## src/rtl/tmr_pkg.sv

```systemverilog
package tmr_pkg;

    typedef enum logic [0:0] {
        CNT_UP   = 1'b0,
        CNT_DOWN = 1'b1
    } dir_e;

    typedef struct packed {
        logic       irq_en;
        logic       quiet_sw;
        logic       upd_off;
        logic       preload;
        logic [1:0] center;
        logic       down;
        logic       run;
    } ctrl_t;

    localparam int A_CTRL   = 0;
    localparam int A_RELOAD = 1;
    localparam int A_REPEAT = 2;
    localparam int A_EVENT  = 3;
    localparam int A_STATUS = 4;
    localparam int A_COUNT  = 5;

endpackage

```

## src/rtl/tmr_regs.sv

```systemverilog
module tmr_regs
    import tmr_pkg::*;
#(
    parameter int CNT_W  = 16,
    parameter int REP_W  = 8,
    parameter int ADDR_W = 3
) (
    input  logic              clk,
    input  logic              rst_n,
    input  logic              we_i,
    input  logic [ADDR_W-1:0] waddr_i,
    input  logic [CNT_W-1:0]  wdata_i,
    input  logic [ADDR_W-1:0] raddr_i,
    input  logic [CNT_W-1:0]  cnt_i,
    input  logic              down_i,
    input  logic              flag_i,
    output ctrl_t             ctrl_o,
    output logic [CNT_W-1:0]  reload_o,
    output logic [REP_W-1:0]  repeat_o,
    output logic              sw_upd_o,
    output logic              flag_clr_o,
    output logic [CNT_W-1:0]  rdata_o
);

    localparam logic [ADDR_W-1:0] AD_CTRL   = ADDR_W'(A_CTRL);
    localparam logic [ADDR_W-1:0] AD_RELOAD = ADDR_W'(A_RELOAD);
    localparam logic [ADDR_W-1:0] AD_REPEAT = ADDR_W'(A_REPEAT);
    localparam logic [ADDR_W-1:0] AD_EVENT  = ADDR_W'(A_EVENT);
    localparam logic [ADDR_W-1:0] AD_STATUS = ADDR_W'(A_STATUS);
    localparam logic [ADDR_W-1:0] AD_COUNT  = ADDR_W'(A_COUNT);

    ctrl_t             ctrl_q;
    logic [CNT_W-1:0]  reload_q;
    logic [REP_W-1:0]  repeat_q;
    logic [7:0]        cbits;

    // Stored registers; writes land in one cycle.
    always_ff @(posedge clk or negedge rst_n) begin
        if (!rst_n) begin
            ctrl_q   <= '0;
            reload_q <= '1;
            repeat_q <= '0;
        end else if (we_i) begin
            case (waddr_i)
                AD_CTRL:   ctrl_q   <= ctrl_t'(wdata_i[7:0]);
                AD_RELOAD: reload_q <= wdata_i;
                AD_REPEAT: repeat_q <= wdata_i[REP_W-1:0];
                default:   ;
            endcase
        end
    end

    // Strobe-type addresses produce single-cycle pulses.
    assign sw_upd_o   = we_i && (waddr_i == AD_EVENT)  && wdata_i[0];
    assign flag_clr_o = we_i && (waddr_i == AD_STATUS) && wdata_i[0];

    assign ctrl_o   = ctrl_q;
    assign reload_o = reload_q;
    assign repeat_o = repeat_q;
    assign cbits    = ctrl_q;

    // Read mux; the direction bit reflects hardware state.
    always_comb begin
        rdata_o = '0;
        case (raddr_i)
            AD_CTRL:   rdata_o[7:0]       = {cbits[7:2], down_i, cbits[0]};
            AD_RELOAD: rdata_o            = reload_q;
            AD_REPEAT: rdata_o[REP_W-1:0] = repeat_q;
            AD_STATUS: rdata_o[0]         = flag_i;
            AD_COUNT:  rdata_o            = cnt_i;
            default:   rdata_o            = '0;
        endcase
    end

endmodule

```

## src/rtl/tmr_dir_fsm.sv

```systemverilog
module tmr_dir_fsm
    import tmr_pkg::*;
(
    input  logic clk,
    input  logic rst_n,
    input  logic center_i,
    input  logic down_sel_i,
    input  logic sw_upd_i,
    input  logic hit_top_i,
    input  logic hit_bot_i,
    output dir_e state_o,
    output logic down_o
);

    dir_e state_q, state_d;

    always_ff @(posedge clk or negedge rst_n) begin
        if (!rst_n) state_q <= CNT_UP;
        else        state_q <= state_d;
    end

    always_comb begin
        state_d = state_q;
        if (sw_upd_i) begin
            // T_RESTART
            state_d = (!center_i && down_sel_i) ? CNT_DOWN : CNT_UP;
        end else if (!center_i) begin
            // T_FOLLOW
            state_d = down_sel_i ? CNT_DOWN : CNT_UP;
        end else begin
            unique case (state_q)
                CNT_UP:   if (hit_top_i) state_d = CNT_DOWN;  // T_TURN_DOWN
                CNT_DOWN: if (hit_bot_i) state_d = CNT_UP;    // T_TURN_UP
            endcase
        end
    end

    always_comb begin
        state_o = state_q;
        down_o  = (state_q == CNT_DOWN);
    end

    // in centre mode the direction only turns at an end point
    a_r5_turn_only_at_ends: assert property (@(posedge clk) disable iff (!rst_n)
        (center_i && !hit_top_i && !hit_bot_i && !sw_upd_i) |=> $stable(state_q));

    // reaching the top in centre mode turns the count downward
    a_r5_top_turns_down: assert property (@(posedge clk) disable iff (!rst_n)
        (center_i && hit_top_i && !sw_upd_i) |=> (state_q == CNT_DOWN));

endmodule

```

## src/rtl/tmr_core.sv

```systemverilog
module tmr_core
    import tmr_pkg::*;
#(
    parameter int CNT_W = 16,
    parameter int REP_W = 8
) (
    input  logic             clk,
    input  logic             rst_n,
    input  logic             tick_i,
    input  logic             run_i,
    input  logic [1:0]       center_i,
    input  logic             down_sel_i,
    input  logic             preload_i,
    input  logic             upd_off_i,
    input  logic             quiet_i,
    input  logic [CNT_W-1:0] reload_i,
    input  logic [REP_W-1:0] repeat_i,
    input  logic             sw_upd_i,
    input  logic             flag_clr_i,
    input  dir_e             state_i,
    output logic [CNT_W-1:0] cnt_o,
    output logic             hit_top_o,
    output logic             hit_bot_o,
    output logic             uev_o,
    output logic             flag_o,
    output logic             psc_clr_o
);

    logic [CNT_W-1:0] cnt_q, cnt_d, ar_act_q, ar_cur, ar_eff;
    logic [REP_W-1:0] rep_q;
    logic             step, is_center, top_hit, bot_hit, wrap;
    logic             rep_empty, hw_upd, any_upd, load_shadow, set_flag;
    logic             uev_q, flag_q, psc_q;

    assign step      = run_i & tick_i;
    assign is_center = (center_i != 2'b00);

    // Without preload the written value is live at once.
    assign ar_cur    = preload_i ? ar_act_q : reload_i;

    assign top_hit   = step && (state_i == CNT_UP)   && (cnt_q >= ar_cur);
    assign bot_hit   = step && (state_i == CNT_DOWN) && (cnt_q == '0);
    assign wrap      = top_hit | bot_hit;

    assign rep_empty   = (rep_q == '0);
    assign hw_upd      = wrap & ~upd_off_i & rep_empty;
    assign any_upd     = hw_upd | sw_upd_i;
    assign load_shadow = ~preload_i | any_upd;
    assign ar_eff      = load_shadow ? reload_i : ar_act_q;
    assign set_flag    = hw_upd | (sw_upd_i & ~quiet_i);

    // Next counter value.
    always_comb begin
        cnt_d = cnt_q;
        if (sw_upd_i) begin
            cnt_d = (!is_center && down_sel_i) ? ar_eff : '0;
        end else if (step) begin
            unique case (state_i)
                CNT_UP: begin
                    if (cnt_q >= ar_cur)
                        cnt_d = is_center ? ((ar_eff == '0) ? '0 : ar_eff - 1'b1) : '0;
                    else
                        cnt_d = cnt_q + 1'b1;
                end
                CNT_DOWN: begin
                    if (cnt_q == '0)
                        cnt_d = is_center ? ((ar_eff == '0) ? '0 : CNT_W'(1)) : ar_eff;
                    else
                        cnt_d = cnt_q - 1'b1;
                end
            endcase
        end
    end

    always_ff @(posedge clk or negedge rst_n) begin
        if (!rst_n) begin
            cnt_q    <= '0;
            ar_act_q <= '1;
            rep_q    <= '0;
            uev_q    <= 1'b0;
            flag_q   <= 1'b0;
            psc_q    <= 1'b0;
        end else begin
            cnt_q <= cnt_d;
            if (load_shadow) ar_act_q <= reload_i;
            if (any_upd)
                rep_q <= repeat_i;
            else if (wrap && !upd_off_i)
                rep_q <= rep_q - 1'b1;
            uev_q <= any_upd;
            psc_q <= sw_upd_i;
            if (set_flag)        flag_q <= 1'b1;
            else if (flag_clr_i) flag_q <= 1'b0;
        end
    end

    assign cnt_o     = cnt_q;
    assign hit_top_o = top_hit;
    assign hit_bot_o = bot_hit;
    assign uev_o     = uev_q;
    assign flag_o    = flag_q;
    assign psc_clr_o = psc_q;

    // no tick and no forced update leaves the counter still
    a_r2_hold_without_step: assert property (@(posedge clk) disable iff (!rst_n)
        (!step && !sw_upd_i) |=> $stable(cnt_q));

    // an edge-mode top wrap returns the counter to zero
    a_r3_up_wraps_to_zero: assert property (@(posedge clk) disable iff (!rst_n)
        (!is_center && top_hit && !sw_upd_i) |=> (cnt_q == '0));

    // a wrap with repetitions left produces no event
    a_r6_rep_gates_event: assert property (@(posedge clk) disable iff (!rst_n)
        (wrap && !rep_empty && !sw_upd_i) |=> !uev_q);

    // update disable suppresses hardware events
    a_r8_no_event_when_off: assert property (@(posedge clk) disable iff (!rst_n)
        (upd_off_i && !sw_upd_i) |=> !uev_q);

    // a forced update always pulses the event and prescaler restart
    a_r9_sw_forces_event: assert property (@(posedge clk) disable iff (!rst_n)
        sw_upd_i |=> (uev_q && psc_q));

    // a quiet forced update leaves a clear flag clear
    a_r10_quiet_keeps_flag: assert property (@(posedge clk) disable iff (!rst_n)
        (sw_upd_i && quiet_i && !wrap && !flag_q) |=> !flag_q);

    // the flag holds until a clear arrives
    a_r11_flag_sticky: assert property (@(posedge clk) disable iff (!rst_n)
        (flag_q && !flag_clr_i) |=> flag_q);

endmodule

```

## src/rtl/tmr_timebase.sv

```systemverilog
module tmr_timebase
    import tmr_pkg::*;
#(
    parameter int CNT_W  = 16,
    parameter int REP_W  = 8,
    parameter int ADDR_W = 3
) (
    input  logic              clk,
    input  logic              rst_n,
    input  logic              tick_i,
    input  logic              bus_we_i,
    input  logic [ADDR_W-1:0] bus_waddr_i,
    input  logic [CNT_W-1:0]  bus_wdata_i,
    input  logic [ADDR_W-1:0] bus_raddr_i,
    output logic [CNT_W-1:0]  bus_rdata_o,
    output logic [CNT_W-1:0]  cnt_o,
    output logic              dir_o,
    output logic              uev_o,
    output logic              uflag_o,
    output logic              irq_o,
    output logic              psc_clr_o
);

    ctrl_t            ctrl;
    logic [CNT_W-1:0] reload, cnt;
    logic [REP_W-1:0] rep_val;
    logic             sw_upd, flag_clr, hit_top, hit_bot, flag, down;
    dir_e             state;

    tmr_regs #(.CNT_W(CNT_W), .REP_W(REP_W), .ADDR_W(ADDR_W)) u_regs (
        .clk        (clk),
        .rst_n      (rst_n),
        .we_i       (bus_we_i),
        .waddr_i    (bus_waddr_i),
        .wdata_i    (bus_wdata_i),
        .raddr_i    (bus_raddr_i),
        .cnt_i      (cnt),
        .down_i     (down),
        .flag_i     (flag),
        .ctrl_o     (ctrl),
        .reload_o   (reload),
        .repeat_o   (rep_val),
        .sw_upd_o   (sw_upd),
        .flag_clr_o (flag_clr),
        .rdata_o    (bus_rdata_o)
    );

    tmr_dir_fsm u_fsm (
        .clk        (clk),
        .rst_n      (rst_n),
        .center_i   (ctrl.center != 2'b00),
        .down_sel_i (ctrl.down),
        .sw_upd_i   (sw_upd),
        .hit_top_i  (hit_top),
        .hit_bot_i  (hit_bot),
        .state_o    (state),
        .down_o     (down)
    );

    tmr_core #(.CNT_W(CNT_W), .REP_W(REP_W)) u_core (
        .clk        (clk),
        .rst_n      (rst_n),
        .tick_i     (tick_i),
        .run_i      (ctrl.run),
        .center_i   (ctrl.center),
        .down_sel_i (ctrl.down),
        .preload_i  (ctrl.preload),
        .upd_off_i  (ctrl.upd_off),
        .quiet_i    (ctrl.quiet_sw),
        .reload_i   (reload),
        .repeat_i   (rep_val),
        .sw_upd_i   (sw_upd),
        .flag_clr_i (flag_clr),
        .state_i    (state),
        .cnt_o      (cnt),
        .hit_top_o  (hit_top),
        .hit_bot_o  (hit_bot),
        .uev_o      (uev_o),
        .flag_o     (flag),
        .psc_clr_o  (psc_clr_o)
    );

    assign cnt_o   = cnt;
    assign dir_o   = down;
    assign uflag_o = flag;
    assign irq_o   = flag & ctrl.irq_en;

    // the interrupt never rises without a set flag
    a_r11_irq_needs_flag: assert property (@(posedge clk) disable iff (!rst_n)
        irq_o |-> uflag_o);

endmodule

```

## config.mk

```make
export PLATFORM = sky130hd
export DESIGN_NAME = tmr_timebase
export DESIGN_NICKNAME = d
export VERILOG_FILES = /design/src/rtl/tmr_pkg.sv /design/src/rtl/tmr_regs.sv /design/src/rtl/tmr_dir_fsm.sv /design/src/rtl/tmr_core.sv /design/src/rtl/tmr_timebase.sv
export SDC_FILE = /design/constraint.sdc
export NUM_CORES = 1
export LEC_CHECK = 0
export BUFFER_PORTS_ARGS = -buffer_cell sky130_fd_sc_hd__buf_2
export CAP_MARGIN = 20
export CELL_PAD_IN_SITES_DETAIL_PLACEMENT = 1
export CELL_PAD_IN_SITES_GLOBAL_PLACEMENT = 2
export CORE_UTILIZATION = 37
export CTS_CLUSTER_SIZE = 25
export DETAILED_ROUTE_END_ITERATION = 12
export GPL_TIMING_DRIVEN = 0
export PLACE_DENSITY = 0.88
export SETUP_SLACK_MARGIN = 0.3
export SLEW_MARGIN = 20
export SYNTH_ARGS = -nofsm -noshare
export SYNTH_HDL_FRONTEND = slang
export SYNTH_SLANG_ARGS = --single-unit
```

## constraint.sdc

```tcl
create_clock -name clk -period 6.1 [get_ports clk]
set_input_delay 0 -clock clk [delete_from_list [all_inputs] [get_ports clk]]
set_output_delay 0 -clock clk [all_outputs]
set_load 0.005 [all_outputs]
```

==> flow_metrics.tcl, run 1 <==
set metrics [dict create \
    status "finished, final reports clean" \
    grt_max_degree 47 \
    post-route-min-period_ps 5603 \
    ctsLongestPathBuffers 2 \
    postLayoutCoreUtil 0.4489 \
    wl_per_cell_um 24.56 \
    num_antenna_cells 0 \
    dp.cells 976 \
    drv_cap 0 \
    hold_viol 0 \
    p_comb_frac 0.545 \
    ys.flop_type "dfrtp_1" \
    tritoncts "yes" \
    cts_num_sinks 76 \
    synth_seq_cells 76 \
    tns_ps 0 \
    setup_slack_ps 497.4 \
    antenna_found_initial 0 \
    cts_made_buffers 9 \
    synth_cells 697 \
    io_buffers 61 \
    rows 46 \
    overflow 0 \
    core_area_mm2 0.01589 \
    p_switching_uw 1565 \
    drtPass1Iterations 5 \
    clkTransAtPathRegs_ps 60 \
    die_x_um 129.8 \
    p_clk_frac 0.162 \
    hold_path_class "in2reg" \
    postRouteAntennaNets 0 \
    fillCellCount 1948 \
    ys_seq_area_frac 0.3216 \
    final_common_cell "buf_2" \
    ys_types 70 \
    syn_nets 742 \
    multiInputGateArea_mm2 0.003835 \
    vias 6223 \
    async_flop_share 1.000 \
    grt_pass1_vias 6585 \
    drcViolationCount 0 \
    tightest_slew_ps 1133 \
    peakVddDrop_uv 166.7 \
    cp_max_fo 10 \
    routed_wl_um 24780 \
    endpoint_kind "register" \
    htree_levels 3 \
    die_h_um 129.8 \
    grt_usage 0.3103 \
    synth_edf_count 0 \
    final.period_utilization 0.9185 \
    min_path_cells 3 \
    ys_warn_count 0 \
    layout_common_cells "buf_2 (64), nand2_1 (62), nor2_1 (56), clkbuf_1 (49), mux2_2 (46)" \
    grt_pass1_wl_um 38290 \
    finalMaxSlewViolations 0 \
    fin_nets 833 \
    relSlewSlack 0.2420 \
    pwr-share-seq 0.293 \
    clock_latency_ps 350 \
    cts_root_buf "clkbuf_16" \
    critical_path_class "reg2reg" \
    rsz0062_at_grt "false" \
    p_leak_uw 0.002911 \
    syn_area_mm2 0.006038 \
    avgSynthCellArea_um2 8.663 \
    drive_above_1_share 0.2270 \
    areaGrowthSynthToFinish_pct 18.09 \
    drtIter0Drc 451 \
    power.density_mw_per_mm2 455.3 \
    pre_cts_ws_ps -201.5 \
    worst_clock_skew_ps 9.513 \
    cts_setup_buffers 0 \
    setup_viol_count_final 0 \
    start_kind "register" \
    max_freq_ghz 0.1785 \
    via_per_inst 6.167 \
    r2r_cells 13 \
    intPower_uw 1682 \
    required_ps 6390 \
    dieArea_mm2 0.01684 \
    pin_count 63 \
    regArea_mm2 0.001942 \
    swShare 0.4820 \
    finalWeightedCongestion 0.9553 \
    fin_cells 1009 \
    dp_hpwl_um 18250 \
    start_util 0.3801 \
    worstPathArrival_ps 5890 \
]
==> critical path, stage by stage (launching register included) <==
cell and delay [ps]:
dfrtp_1 370, clkbuf_2 410, clkdlybuf4s15_1 760, mux2i_1 280, ha_1 280, a21o_1 180
a221o_1 370, a21oi_1 310, nand4_1 440, a21oi_2 710, clkbuf_1 550, nor2_1 110
a2111oi_0 500, o21ba_2 240
==> metrics by stage <==
step           hold slack [ps]  area (µm²)  total power, µW
6_report                 39.46        7131             3247
5_1_grt                  63.01        7131             3436
4_1_cts                  38.96        7129             3205
3_5_place_dp            -17.68        6666             2659
3_3_place_gp             215.5        6614             2589
2_1_floorplan           -295.6        6038             2018
==> cells by family (layout without fill, tap and decap cells) <==
group | count (synthesis) | after routing | synth area share
simple gates | 234 | 234 | 0.1931
compound gates | 175 | 175 | 0.1969
mux | 83 | 83 | 0.1471
flops | 76 | 76 | 0.3216
buf+inv | 72 | 168 | 0.04683
xor+xnor | 38 | 38 | 0.05512
fa+ha+maj | 19 | 19 | 0.03937
==> repair_timing <==
action                                  4_1_cts  5_1_grt
hold buffers                                 17        0
endpoints found under the hold margin        70        0
endpoints found under the setup margin       19        4
resized for setup                             3        2
==> path summary, 6_finish.rpt <==
kind | startpoint | to | slack (ps)
max reg2reg | u_regs.ctrl_o[4]$_DFFE_PN0P_ | u_core.cnt_o[12]$_DFFE_PN0P_ | 500
min reg2reg | u_regs.ctrl_o[1]$_DFFE_PN0P_ | u_fsm.down_o$_DFF_PN0_ | 530
max in group asynchronous | rst_n | u_core.ar_act_q[4]$_DFF_PN1_ | 5310
max | u_regs.ctrl_o[4]$_DFFE_PN0P_ | u_core.cnt_o[12]$_DFFE_PN0P_ | 500
min in group asynchronous | rst_n | u_core.cnt_o[13]$_DFFE_PN0P_ | 150
min | bus_waddr_i[1] | u_core.flag_o$_DFFE_PN0P_ | 40
==> cell usage after synthesis (4+ instances only) <==
library cell,instances,area share
a211oi_1,4,0.0050
a21oi_1,40,0.033
a221oi_1,15,0.022
a31oi_1,12,0.012
and2_1,6,0.0062
and3_1,15,0.016
buf_1,5,0.0031
clkbuf_1,50,0.031
dfrtp_1,44,0.18
dfstp_2,32,0.14
ha_1,19,0.039
inv_1,11,0.0068
mux2_2,46,0.086
mux2i_1,37,0.061
nand2_1,62,0.039
nand2b_1,5,0.0052
nand3_1,26,0.022
nand3b_1,4,0.0050
nand4_1,6,0.0062
nor2_1,56,0.035
nor3_1,20,0.017
nor4_1,7,0.0073
nor4b_1,4,0.0058
o2111ai_1,5,0.0073
o211ai_1,7,0.0087
o21a_1,4,0.0050
o21ai_0,41,0.034
o31ai_1,12,0.015
or3_1,8,0.0083
xnor2_1,21,0.030
xor2_1,17,0.025
==> power groups by stage <==
| stage | sequential (µW) | combinational, µW | clock [µW] |
|---|---|---|---|
| 2_1_floorplan | 876 | 1140 | 0 |
| 3_3_place_gp | 941 | 1650 | 0 |
| 3_5_place_dp | 956 | 1700 | 0 |
| 4_1_cts | 948 | 1730 | 530 |
| 5_1_grt | 978 | 1910 | 550 |
| 6_report | 953 | 1770 | 526 |
==> state kept, by name, summed over array words and instances (netlist names) <==
register	count
u_core.rep_q	8
u_core.cnt_o	16
u_core.uev_o	1
u_core.ar_act_q	16
u_core.flag_o	1
u_regs.reload_o	16
u_core.psc_clr_o	1
u_fsm.down_o	1
u_regs.ctrl_o	8
u_regs.repeat_o	8
==> layer usage <==
layer / track usage / vias to the layer above / share of wire
met5: 0 / - / 0
met4: 0.1477 / 0 / 0.040
met3: 0.06150 / 82 / 0.059
met2: 0.4967 / 246 / 0.46
met1: 0.4025 / 3133 / 0.44
li1: - / 2762 / -
==> final cells by class <==
| type | count | share of cell area |
|---|---|---|
| Clock buffer | 11 | 0.03404 |
| Multi-Input combinational cell | 549 | 0.5378 |
| Buffer | 60 | 0.03457 |
| Tap cell | 216 | 0.03790 |
| Timing Repair Buffer | 80 | 0.07159 |
| Inverter | 12 | 0.006317 |
| Clock inverter | 5 | 0.005440 |
| Sequential cell | 76 | 0.2723 |
(Power assumes the default switching activity.)
==> inputs of run 2 (changes only) <==
Settings changed: CORE_UTILIZATION 37 to 33, PLACE_DENSITY 0.88 to 0.84.
Clock period 6.1 ns to 4.9 ns, I/O delays scaled along.
==> flow_metrics.tcl, run 2 (same netlist as run 1, synthesis figures left out) <==
set metrics [dict create \
    dp_hpwl_um 18280 \
    pin_count 63 \
    grt_pass1_vias 6312 \
    htree_levels 3 \
    crit_end "u_core.cnt_o[2]$_DFFE_PN0P_" \
    io_buffers 61 \
    grt_max_degree 51 \
    relSlewSlack 0.1815 \
    final_common_cell "buf_2" \
    fin_cells 1025 \
    final.period_utilization 0.9073 \
    start_util 0.3361 \
    grt_usage 0.2726 \
    tightest_slew_ps 1211 \
    die_x_um 137.3 \
    p_leak_uw 0.002944 \
    status "finished, final reports clean" \
    clock_latency_ps 350 \
    finalWeightedCongestion 0.9279 \
    critical_path_class "reg2reg" \
    die_h_um 137.3 \
    hold_path_class "in2reg" \
    worstReg2RegEnd "u_core.cnt_o[2]$_DFFE_PN0P_" \
    dp.cells 989 \
    wl_per_cell_um 23.92 \
    tritoncts "yes" \
    routed_wl_um 24520 \
    setup_viol_count_final 0 \
    peakVddDrop_uv 224.0 \
    areaGrowthSynthToFinish_pct 19.25 \
    cts_root_buf "clkbuf_16" \
    regToRegSetupSlack_ps 450 \
    core_area_mm2 0.01796 \
    overflow 0 \
    ctsLongestPathBuffers 2 \
    drive_above_1_share 0.2327 \
    regToRegStartpoint "u_regs.ctrl_o[4]$_DFFE_PN0P_" \
    power.density_mw_per_mm2 569.2 \
    hold_viol 0 \
    hold_ws_ps 50.32 \
    drtPass1Iterations 5 \
    grt_pass1_wl_um 37610 \
    max_freq_ghz 0.2249 \
    endpoint_kind "register" \
    drtIter0Drc 562 \
    required_ps 5130 \
    cts_num_sinks 76 \
    dieArea_mm2 0.01884 \
    tns_ps 0 \
    drcViolationCount 0 \
    post-route-min-period_ps 4446 \
    postRouteAntennaNets 0 \
    drv_cap 0 \
    via_per_inst 6.021 \
    layout_common_cells "buf_2 (64), nand2_1 (62), nor2_1 (56), clkbuf_1 (46), mux2_2 (46)" \
    rsz0062_at_grt "false" \
    worstPathArrival_ps 4670 \
    rows 49 \
    r2r_cells 13 \
    vias 6172 \
    fin_nets 835 \
    cts_made_buffers 9 \
    crit_start "u_regs.ctrl_o[4]$_DFFE_PN0P_" \
    antenna_found_initial 0 \
    cp_max_fo 10 \
    clkTransAtPathRegs_ps 60 \
    start_kind "register" \
    postLayoutCoreUtil 0.4009 \
    finalMaxSlewViolations 0 \
    worst_clock_skew_ps 8.668 \
]
[run 2: cell types whose count changed in the layout (fill, tap and decap cells not counted), sizes merged]
| cell | previous run | this run |
|---|---|---|
| buf | 71 | 74 |
| bufinv | 0 | 1 |
| clkbuf | 62 | 61 |
| clkdlybuf4s15 | 1 | 0 |
| clkinvlp | 4 | 3 |
| diode | 0 | 1 |
| dlygate4sd3 | 17 | 18 |
[run 2: worst min path at each step]
stage | depth (start not counted) | endpoint | startpoint | slack, ps
floorplan | 0 | u_core.cnt_o[0]$_DFFE_PN0P_ | rst_n | -300
global placement | 3 | u_regs.reload_o[15]$_DFFE_PN1P_ | bus_wdata_i[15] | 230
detailed placement | 1 | u_core.cnt_o[9]$_DFFE_PN0P_ | rst_n | -40
CTS | 4 | u_core.flag_o$_DFFE_PN0P_ | bus_waddr_i[2] | 50
global route | 4 | u_core.flag_o$_DFFE_PN0P_ | bus_waddr_i[2] | 80
finish | 4 | u_core.flag_o$_DFFE_PN0P_ | bus_waddr_i[2] | 50
[run 2: metrics by stage]
stage	instance area (µm²)	power [µW]	setup WS (ps)
floorplan	6038	2513	716.9
CTS	7189	4061	399.3
global route	7198	4341	372.7
finish	7201	4098	454.2
global placement	6630	3246	-1254
detailed placement	6679	3315	-1348
[run 2: timing repair]
| action | CTS | global route |
|---|---|---|
| setup buffers | 1 | 0 |
| gates resized for setup | 10 | 8 |
| pin swaps | 1 | 1 |
| endpoints found under the hold margin | 86 | 0 |
| hold buffers | 18 | 0 |
| setup endpoints to repair | 42 | 14 |
[run 2: report_power, final]
part           switching, µW  internal [µW]
Sequential               270            909
Combinational           1380            841
Clock                    290            410
[run 2: routing by layer]
layer,routed length [µm],global-route usage
met1,10890,0.3680
met2,11280,0.4338
met3,1555,0.04378
met4,795,0.1068
met5,0,0
[run 2: area by class of cell]
cell class,instances,area (µm²)
fill,2156,10760
multi-input combinational,549,3840
sequential,76,1942
timing repair buffer,82,530.5
tap,229,286.5
buffer,60,250.2
clock buffer,11,242.7
clock inverter,5,61.31
inverter,12,45.04
antenna,1,2.502
[run 2: critical path, stage by stage, from the launching register on]
cell,delay (ps)
dfrtp_1,350
clkbuf_4,310
buf_4,310
mux2i_1,230
ha_1,260
a21o_1,180
a221o_1,360
a21oi_1,380
nand4_1,300
a21oi_4,420
buf_2,390
mux2_2,400
a221oi_1,300
o211ai_1,120
==> inputs of run 3 (changes only) <==
Settings changed: PLACE_DENSITY 0.84 to 0.85.
==> flow_metrics.tcl, run 3 (same netlist as run 1, synthesis figures left out) <==
set metrics [dict create \
    cts_root_buf "clkbuf_16" \
    power.density_mw_per_mm2 576.0 \
    core_area_mm2 0.01796 \
    tightest_slew_ps 952.3 \
    fin_nets 837 \
    max_freq_ghz 0.2240 \
    io_buffers 61 \
    dp_hpwl_um 17760 \
    worst_clock_skew_ps 12.38 \
    p_switching_uw 1956 \
    drtIter0Drc 495 \
    pwr-share-seq 0.283 \
    worstPathArrival_ps 4680 \
    post-route-min-period_ps 4464 \
    antenna_found_initial 1 \
    ctsLongestPathBuffers 2 \
    fin_cells 1027 \
    p_clk_frac 0.187 \
    via_per_inst 5.941 \
    endpoint_kind "register" \
    dp.cells 989 \
    wl_per_cell_um 23.66 \
    grt_pass1_wl_um 37380 \
    die_h_um 137.3 \
    areaGrowthSynthToFinish_pct 20.08 \
    rsz0062_at_grt "true" \
    grt_use_met1 0.3554 \
    relSlewSlack 0.3628 \
    rows 49 \
    drive_above_1_share 0.2371 \
    hold_path_class "in2reg" \
    finalWeightedCongestion 0.9271 \
    dieArea_mm2 0.01884 \
    grt_max_degree 45 \
    htree_levels 3 \
    intPower_uw 2220 \
    layout_common_cells "buf_2 (65), nand2_1 (62), nor2_1 (56), mux2_2 (46), clkbuf_1 (45)" \
    cts_num_sinks 76 \
    routed_wl_um 24300 \
    critical_path_class "reg2reg" \
    setup_viol_count_final 0 \
    tritoncts "yes" \
    final_common_cell "buf_2" \
    finalMaxSlewViolations 0 \
    grt_use_met2 0.4388 \
    vias 6101 \
    overflow 0 \
    pin_count 63 \
    start_kind "register" \
    postRouteAntennaNets 0 \
    drtPass1Iterations 5 \
    clkTransAtPathRegs_ps 60 \
    p_leak_uw 0.002976 \
    cts_made_buffers 9 \
    final.period_utilization 0.9111 \
    grt_pass1_vias 6285 \
    fillCellCount 2143 \
    cp_max_fo 10 \
    peakVddDrop_uv 319.1 \
    pre_cts_ws_ps -1478 \
    swShare 0.4683 \
    setup_slack_ps 435.6 \
    drcViolationCount 0 \
    status "finished, final reports clean" \
    busiest_layer "met2" \
    hold_viol 0 \
    drv_cap 0 \
    die_x_um 137.3 \
    p_comb_frac 0.530 \
    required_ps 5110 \
    met3_usage 0.04783 \
    start_util 0.3361 \
    grt_usage 0.2707 \
    clock_latency_ps 370 \
]
[run 3: final timing paths]
path | cells past startpoint | end | from | slack, ps
worst max register to register | 13 | u_core.cnt_o[2]$_DFFE_PN0P_ | u_regs.ctrl_o[4]$_DFFE_PN0P_ | 440
min in group asynchronous | 2 | u_core.rep_q[1]$_DFFE_PN0P_ | rst_n | 130
max in group asynchronous | 3 | u_regs.reload_o[14]$_DFFE_PN1P_ | rst_n | 4100
worst min register to register | 1 | u_core.rep_q[0]$_DFFE_PN0P_ | u_core.rep_q[0]$_DFFE_PN0P_ | 520
worst min-delay path | 4 | u_core.flag_o$_DFFE_PN0P_ | bus_we_i | 40
worst max-delay path | 13 | u_core.cnt_o[2]$_DFFE_PN0P_ | u_regs.ctrl_o[4]$_DFFE_PN0P_ | 440
[run 3: layout make-up]
cell class                      count  area [µm²]  area share
Tap cell                          229       286.5     0.03952
Antenna cell                        1       2.502   0.0003451
Clock buffer                       10       239.0     0.03296
Clock inverter                      6       93.84     0.01294
Inverter                           12       45.04    0.006212
Buffer                             60       247.7     0.03417
Sequential cell                    76        1942      0.2678
Multi-Input combinational cell    549        3849      0.5308
Timing Repair Buffer               84       545.5     0.07524
[run 3: per-stage QoR]
step	power, µW	area (µm²)	hold slack [ps]	utilization	setup TNS (ps)
2_1_floorplan	2513	6038	-295.6	-	0
3_3_place_gp	3243	6630	213.8	0.3691	-29770
3_5_place_dp	3292	6679	-11.17	0.3718	-29560
4_1_cts	4134	7239	33.02	0.4030	0
5_1_grt	4427	7248	87.14	0.4035	0
6_report	4176	7251	41.19	0.4036	0
[run 3: repair_timing]
action,in CTS,in global routing
hold buffers,18,0
pin swaps,2,0
hold endpoints to repair,70,0
setup endpoints to repair,43,8
gates resized for setup,11,6
setup buffers,3,0
[run 3: routing by layer]
layer	share of wire	wire length, µm
met1	0.44	10750
met2	0.46	11200
met3	0.068	1658
met4	0.029	695
met5	0	0
[run 3: critical path: stages, from the launching register on]
cell	delay, ps
dfrtp_1	370
buf_2	380
buf_4	340
mux2i_1	230
ha_1	270
a21o_1	190
a221o_1	360
a21oi_1	270
nand4_1	300
a21oi_4	350
buf_2	370
mux2_2	410
a221oi_1	290
o211ai_1	160
[run 3: power groups by stage]
stage               clock [µW]  sequential, µW  combinational (µW)
floorplan                    0            1090                1420
detailed placement           0            1190                2100
global placement             0            1170                2070
finish                     779            1180                2210
global route               814            1220                2390
CTS                        793            1180                2170
